## src/rtl/cs_fault_pkg.sv

```systemverilog
package cs_fault_pkg;

    typedef enum logic [1:0] {
        CAUSE_NONE = 2'b00,
        CAUSE_OC   = 2'b01,
        CAUSE_UC   = 2'b10
    } cause_e;

    typedef struct packed {
        logic   pulse;
        cause_e cause;
        logic   lock;
    } core_state_t;

    typedef struct packed {
        logic lo_prev;
    } edge_state_t;

endpackage

```

## src/rtl/cs_sync.sv

```systemverilog
module cs_sync #(
    parameter int WIDTH  = 2,
    parameter int STAGES = 2
) (
    input  logic             clk,
    input  logic             rst_n,
    input  logic [WIDTH-1:0] din,
    output logic [WIDTH-1:0] dout
);
    localparam int LAST = STAGES - 1;

    logic [STAGES-1:0][WIDTH-1:0] chain_d, chain_q;

    always_comb begin
        chain_d[0] = din;
        for (int i = 1; i < STAGES; i++) begin
            chain_d[i] = chain_q[i-1];
        end
    end

    always_ff @(posedge clk or negedge rst_n) begin
        if (!rst_n) chain_q <= '0;
        else        chain_q <= chain_d;
    end

    assign dout = chain_q[LAST];
endmodule

```

## src/rtl/cs_lo_edge.sv

```systemverilog
module cs_lo_edge
    import cs_fault_pkg::*;
(
    input  logic clk,
    input  logic rst_n,
    input  logic lo_drive,
    output logic lo_fall
);
    edge_state_t st_d, st_q;

    always_comb begin
        st_d.lo_prev = lo_drive;
    end

    always_ff @(posedge clk or negedge rst_n) begin
        if (!rst_n) st_q <= '0;
        else        st_q <= st_d;
    end

    // turn-off seen when the stored copy is high and the live drive is low
    assign lo_fall = st_q.lo_prev & ~lo_drive;
endmodule

```

## src/rtl/cs_fault_core.sv

```systemverilog
module cs_fault_core
    import cs_fault_pkg::*;
(
    input  logic       clk,
    input  logic       rst_n,
    input  logic       oc_seen,
    input  logic       uc_seen,
    input  logic       lo_fall,
    input  logic       oc_arm,
    input  logic       uc_arm,
    output logic       pulse,
    output logic [1:0] cause
);
    core_state_t st_d, st_q;
    logic oc_hit, uc_hit, fire, disarmed;

    always_comb begin
        oc_hit   = oc_arm & oc_seen;
        uc_hit   = uc_arm & uc_seen & lo_fall;
        fire     = ~st_q.lock & (oc_hit | uc_hit);
        disarmed = ~oc_arm & ~uc_arm;

        st_d       = st_q;
        st_d.pulse = fire;
        st_d.cause = CAUSE_NONE;
        if (fire) begin
            st_d.cause = oc_hit ? CAUSE_OC : CAUSE_UC;
        end
        if (disarmed)  st_d.lock = 1'b0;
        else if (fire) st_d.lock = 1'b1;
    end

    always_ff @(posedge clk or negedge rst_n) begin
        if (!rst_n) st_q <= '0;
        else        st_q <= st_d;
    end

    assign pulse = st_q.pulse;
    assign cause = st_q.cause;
endmodule

```

## src/rtl/cs_fault_detect.sv

```systemverilog
module cs_fault_detect #(
    parameter int SYNC_STAGES = 2
) (
    input  logic       clk,
    input  logic       rst_n,
    input  logic       oc_flag_async,
    input  logic       uc_low_async,
    input  logic       lo_drive,
    input  logic       oc_arm,
    input  logic       uc_arm,
    output logic       fault_pulse,
    output logic [1:0] fault_cause
);
    localparam int NFLAG = 2;

    logic [NFLAG-1:0] flag_s;
    logic             lo_fall;

    cs_sync #(.WIDTH(NFLAG), .STAGES(SYNC_STAGES)) i_sync (
        .clk  (clk),
        .rst_n(rst_n),
        .din  ({uc_low_async, oc_flag_async}),
        .dout (flag_s)
    );

    cs_lo_edge i_edge (
        .clk     (clk),
        .rst_n   (rst_n),
        .lo_drive(lo_drive),
        .lo_fall (lo_fall)
    );

    cs_fault_core i_core (
        .clk    (clk),
        .rst_n  (rst_n),
        .oc_seen(flag_s[0]),
        .uc_seen(flag_s[1]),
        .lo_fall(lo_fall),
        .oc_arm (oc_arm),
        .uc_arm (uc_arm),
        .pulse  (fault_pulse),
        .cause  (fault_cause)
    );
endmodule

```

## config.mk

```make
export PLATFORM = sky130hd
export DESIGN_NAME = cs_fault_detect
export DESIGN_NICKNAME = d
export VERILOG_FILES = /design/src/rtl/cs_fault_pkg.sv /design/src/rtl/cs_sync.sv /design/src/rtl/cs_lo_edge.sv /design/src/rtl/cs_fault_core.sv /design/src/rtl/cs_fault_detect.sv
export SDC_FILE = /design/constraint.sdc
export NUM_CORES = 1
export LEC_CHECK = 0
export BUFFER_PORTS_ARGS = -buffer_cell sky130_fd_sc_hd__clkbuf_2
export CAP_MARGIN = 20
export CELL_PAD_IN_SITES_DETAIL_PLACEMENT = 1
export CELL_PAD_IN_SITES_GLOBAL_PLACEMENT = 1
export CORE_AREA = 2 2 39 41
export DETAILED_ROUTE_END_ITERATION = 8
export DIE_AREA = 0 0 41 43
export GPL_TIMING_DRIVEN = 0
export HOLD_SLACK_MARGIN = 0.06
export PLACE_DENSITY_LB_ADDON = 0.1
export SYNTH_ARGS = -nofsm -noshare
export SYNTH_HDL_FRONTEND = slang
export SYNTH_SLANG_ARGS = --single-unit
```

## constraint.sdc

```tcl
create_clock -name clk -period 1.1 [get_ports clk]
set_input_delay 0.22 -clock clk [delete_from_list [all_inputs] [get_ports clk]]
set_output_delay 0.22 -clock clk [all_outputs]
set_load 0.05 [all_outputs]
```

* Word level (Yosys, flattened, before mapping)
Index checks and enable logic that the tools add are counted.
Word-level totals: register bits 9, bits in latches 0, RAM bits 0, memory bits (read-only) 0, output and inout port bits 3, memories kept 0
Operators by class: add/subtract/negate cells 0, multipliers 0, divide/modulo/power cells 0, order comparisons 0, eq/ne operators 0, shifts and indexed selects 0, muxes and demuxes 4, bitwise logic cells 11, reduce and logical (&&, ||, !) cells 1
Operator list (number):
- $and A1 B1 Y1 | 6
- $mux W2 | 2
- $not A1 Y1 | 4
- $mux W1 | 2
- $reduce_bool A2 Y1 | 1
- $or A1 B1 Y1 | 1

* Logic depth before layout (Yosys ltp)
depth after elaboration 7, depth in mapped cells 2, depth with buffers taken out 2

* Cells and area by module
A second synthesis with hierarchy kept.
Unflattened totals: cells, all modules 20, area total of the unflattened synthesis 300.3 um^2
Modules (own cells, without submodules):
- cs_fault_core | times used 1, cells each 14, area an instance 161.4 um^2, sequential area each 100.1 um^2
- cs_sync | times used 1, cells each 4, area an instance 100.1 um^2, sequential area each 100.1 um^2
- cs_lo_edge | times used 1, cells each 2, area an instance 38.8 um^2, sequential area each 25.0 um^2

* Worst setup path after synthesis
Ideal clock, no wire load.
kind reg2out, from register i_core.st_q, in the netlist i_core.pulse, to output port fault_pulse, data arrival time 0.586 ns, data required time 0.880 ns, setup slack 0.294 ns, cell stages (with the launch flop) 1, cells stage by stage dfrtp_1
RTL lines:
- start: declaration | line cs_fault_core.sv:14 | core_state_t st_d, st_q;
- start signal: assignment | line cs_fault_core.sv:35 | else st_q <= st_d;
- end: declaration | line cs_fault_detect.sv:11 | output logic fault_pulse,
No word-level cell between the ends.

* Worst setup path after layout
from register i_core.st_q, in the netlist i_core.pulse, to output port fault_pulse
No word-level cell between the ends.

==> impl_metrics.toml <==
[layout]
fin_nets = 40
insertedDiodeCount = 0
multiInputGateArea_um2 = 41.3
fin_cells = 48
drive_gt1_share_pct = 37.5
area_growth_pct = 48.4
seqCellArea_um2 = 225
n_fill_cell = 150

[floorplanning]
start_util_pct = 20.3
die_h_um = 43
coreArea_um2 = 1380
ioPinCount = 10
die_area_um2 = 1760
die_w_um = 41
row_count = 14

[yosys]
synth_compound_area_share_pct = 5.33
syn_area_per_cell_um2 = 14.8
yosys-top-cells-count = "dfrtp_1, a21oi_1, buf_4, nor2_1"
ys.flop_type = "dfrtp_1"
synth-xor-area-share_pct = 0
synth_top_area_share_pct = 80.0
synth_top_family_by_area = "simple AND/OR/NAND/NOR gates"
synthDistinctLibCells = 8
synth.area.top_cells = "dfrtp_1, buf_4, a21oi_1"
yosysWarnings = 0
async_reset_ff_share_pct = 100
syn_nets = 26
synth_area_um2 = 282
yosysSeqAreaShare_pct = 80.0
synth-edff-count = 0
synth-simple-area-share_pct = 9.33
yosysMostFrequentCell = "dfrtp_1"
ys_seq_elements = 9
synth_adder_area_share_pct = 0
syn-instance-count = 19
synth_top_area_cell = "dfrtp_1"
synthMuxAreaShare_pct = 0

[outcome]
status = "finished clean"

[critical_path]
crit_chain = "buf_2"
crit_cells = 1
crit_fanout = 1
start_kind = "register"
crit_type = "register to output port"
slowest_stage = "dfrtp_1"
cp_slowest_stage_delay_ns = 0.32
crit_required_ns = 0.88
cpLargestDelayFamily = "flip-flops"
reg2reg_depth = 2
cp.arrival_ns = 0.82
path_buf_inv = 1
endpoint_kind = "output port"

[sta]
layout_setup_ws_ns = 0.0587
min_period_ns = 1.04
fin_crit_sh_pct = 94.7
relSlewSlack_pct = 83.6
tightest_slew_ns = 0.247
fmax_mhz = 960
rsz0062_at_grt = "no"
setup_viol = 0
clock_skew_ns = 0.00388
setup-tns-final_ns = 0
finalMaxSlewViolations = 0
hold_violations = 0

[power]
p_seq_share_pct = 52.8
p_per_area_nw_per_um2 = 1630
power_frac_comb_pct = 10.4
vdd_drop_max_mv = 0.516
switching_share_pct = 23.1
p_int_mw = 0.522
pwr-share-clk_pct = 36.7
p_switching_mw = 0.157
totalPowerFinal_mw = 0.679
leakage_nw = 0.199

[placement]
hpwl_um = 338
pre_cts_ws_ns = 0.194
place.gp.congestion = 0.591
portBuffers = 9
dp.cells = 44

[routing]
num_vias = 185
antenna_left = 0
drcViolationCount = 0
wirelength_um = 435
first_iter_violations = 0
vias_per_cell = 3.85
avgRoutedWirePerCell_um = 9.06
drt_pass1_iterations = 1

[clock_tree]
clk_latency_ns = 0.25
clkTransAtPathRegs_ns = 0.06
clock_path_buffers = 2
cts_inserted_buffers = 3
cts_tree = "done"
cts_root_buf = "clkbuf_4"
cts_setup_buffers = 0
cts_sinks = 9
htree_levels = 1

[grt]
grt_max_degree = 10
grt_pass1_vias = 187
antenna_found_initial = 0
grt.overflow.total = 0
grt_pass1_wl_um = 765
grt.total_usage_pct = 7.43

[min_path]
whs_path_depth = 1
hold_class = "input pin to register"

[run]
drv_cap = 0
[state kept, by name, summed over array words and instances, names as in the netlist]
register,flops
i_edge.st_q,1
i_core.cause,2
i_core.st_q,1
i_core.pulse,1
i_sync.dout,2
i_sync.chain_d,2
[area by class of cell]
cell class | instances | area share (%)
flip-flops and latches | 9 | 53.9
repair buffers | 11 | 25.1
multi-input cells | 8 | 9.88
clock buffers | 4 | 6.29
well taps | 16 | 4.79
[logic make-up after synthesis]
group,count (synthesis)
compound gates,3
simple gates,5
buf+inv,2
flops,9
[per-stage QoR]
| step | hold WS (ns) | util [%] | cell area, um2 |
|---|---|---|---|
| 2_1_floorplan | -0.0756 | - | 282 |
| 5_1_grt | 0.0603 | 30.2 | 418 |
| 3_3_place_gp | 0.0848 | 25.0 | 347 |
| 3_5_place_dp | 0.0881 | 25.0 | 347 |
| 4_1_cts | 0.0607 | 29.5 | 408 |
| 6_report | 0.0670 | 30.2 | 418 |
[worst paths after layout]
check | slack (ns) | from | end
min in group asynchronous | 0.35 | rst_n | i_core.cause[0]
worst max-delay path | 0.06 | i_core.pulse | fault_pulse
max in group asynchronous | 0.56 | rst_n | i_core.cause[1]
worst min register to register | 0.35 | i_sync.chain_d[2] | i_sync.dout[0]
worst min-delay path | 0.07 | oc_flag_async | i_sync.chain_d[2]
worst max register to register | 0.31 | i_sync.dout[0] | i_core.st_q[0]
[power groups by stage]
stage                     logic [mW]  clock network (mW)  registers (mW)
after global placement        0.0595                   0           0.364
final                         0.0709               0.250           0.359
after global routing          0.0787               0.288           0.361
after detailed placement      0.0602                   0           0.364
after floorplan               0.0252                   0           0.372
after CTS                     0.0694               0.261           0.359
[placed cells by master, fill, tap and decap left out, types with 2 or more instances in the layout]
master / synthesis / final
clkbuf_16: 0 / 2
dlygate4sd3_1: 0 / 2
nor2_1: 2 / 2
a21oi_1: 2 / 2
dfrtp_1: 9 / 9
clkbuf_4: 0 / 3
clkbuf_2: 0 / 6
[repair_timing]
| item | in CTS | in global routing |
|---|---|---|
| setup endpoints to repair | 2 | 1 |
| hold endpoints to repair | 9 | 1 |
| resized for setup | 6 | 1 |
| pin swaps | 0 | 0 |
| hold buffers | 1 | 1 |
[per-layer routing]
layer	global-route usage [%]	up-vias	part of all wire, %
met3	4.71	0	7.4
li1	-	88	-
met2	10.6	7	53
met5	0	-	0
met4	6.00	0	0
met1	7.07	90	39
No activity file was read; power rests on OpenSTA's default activity.
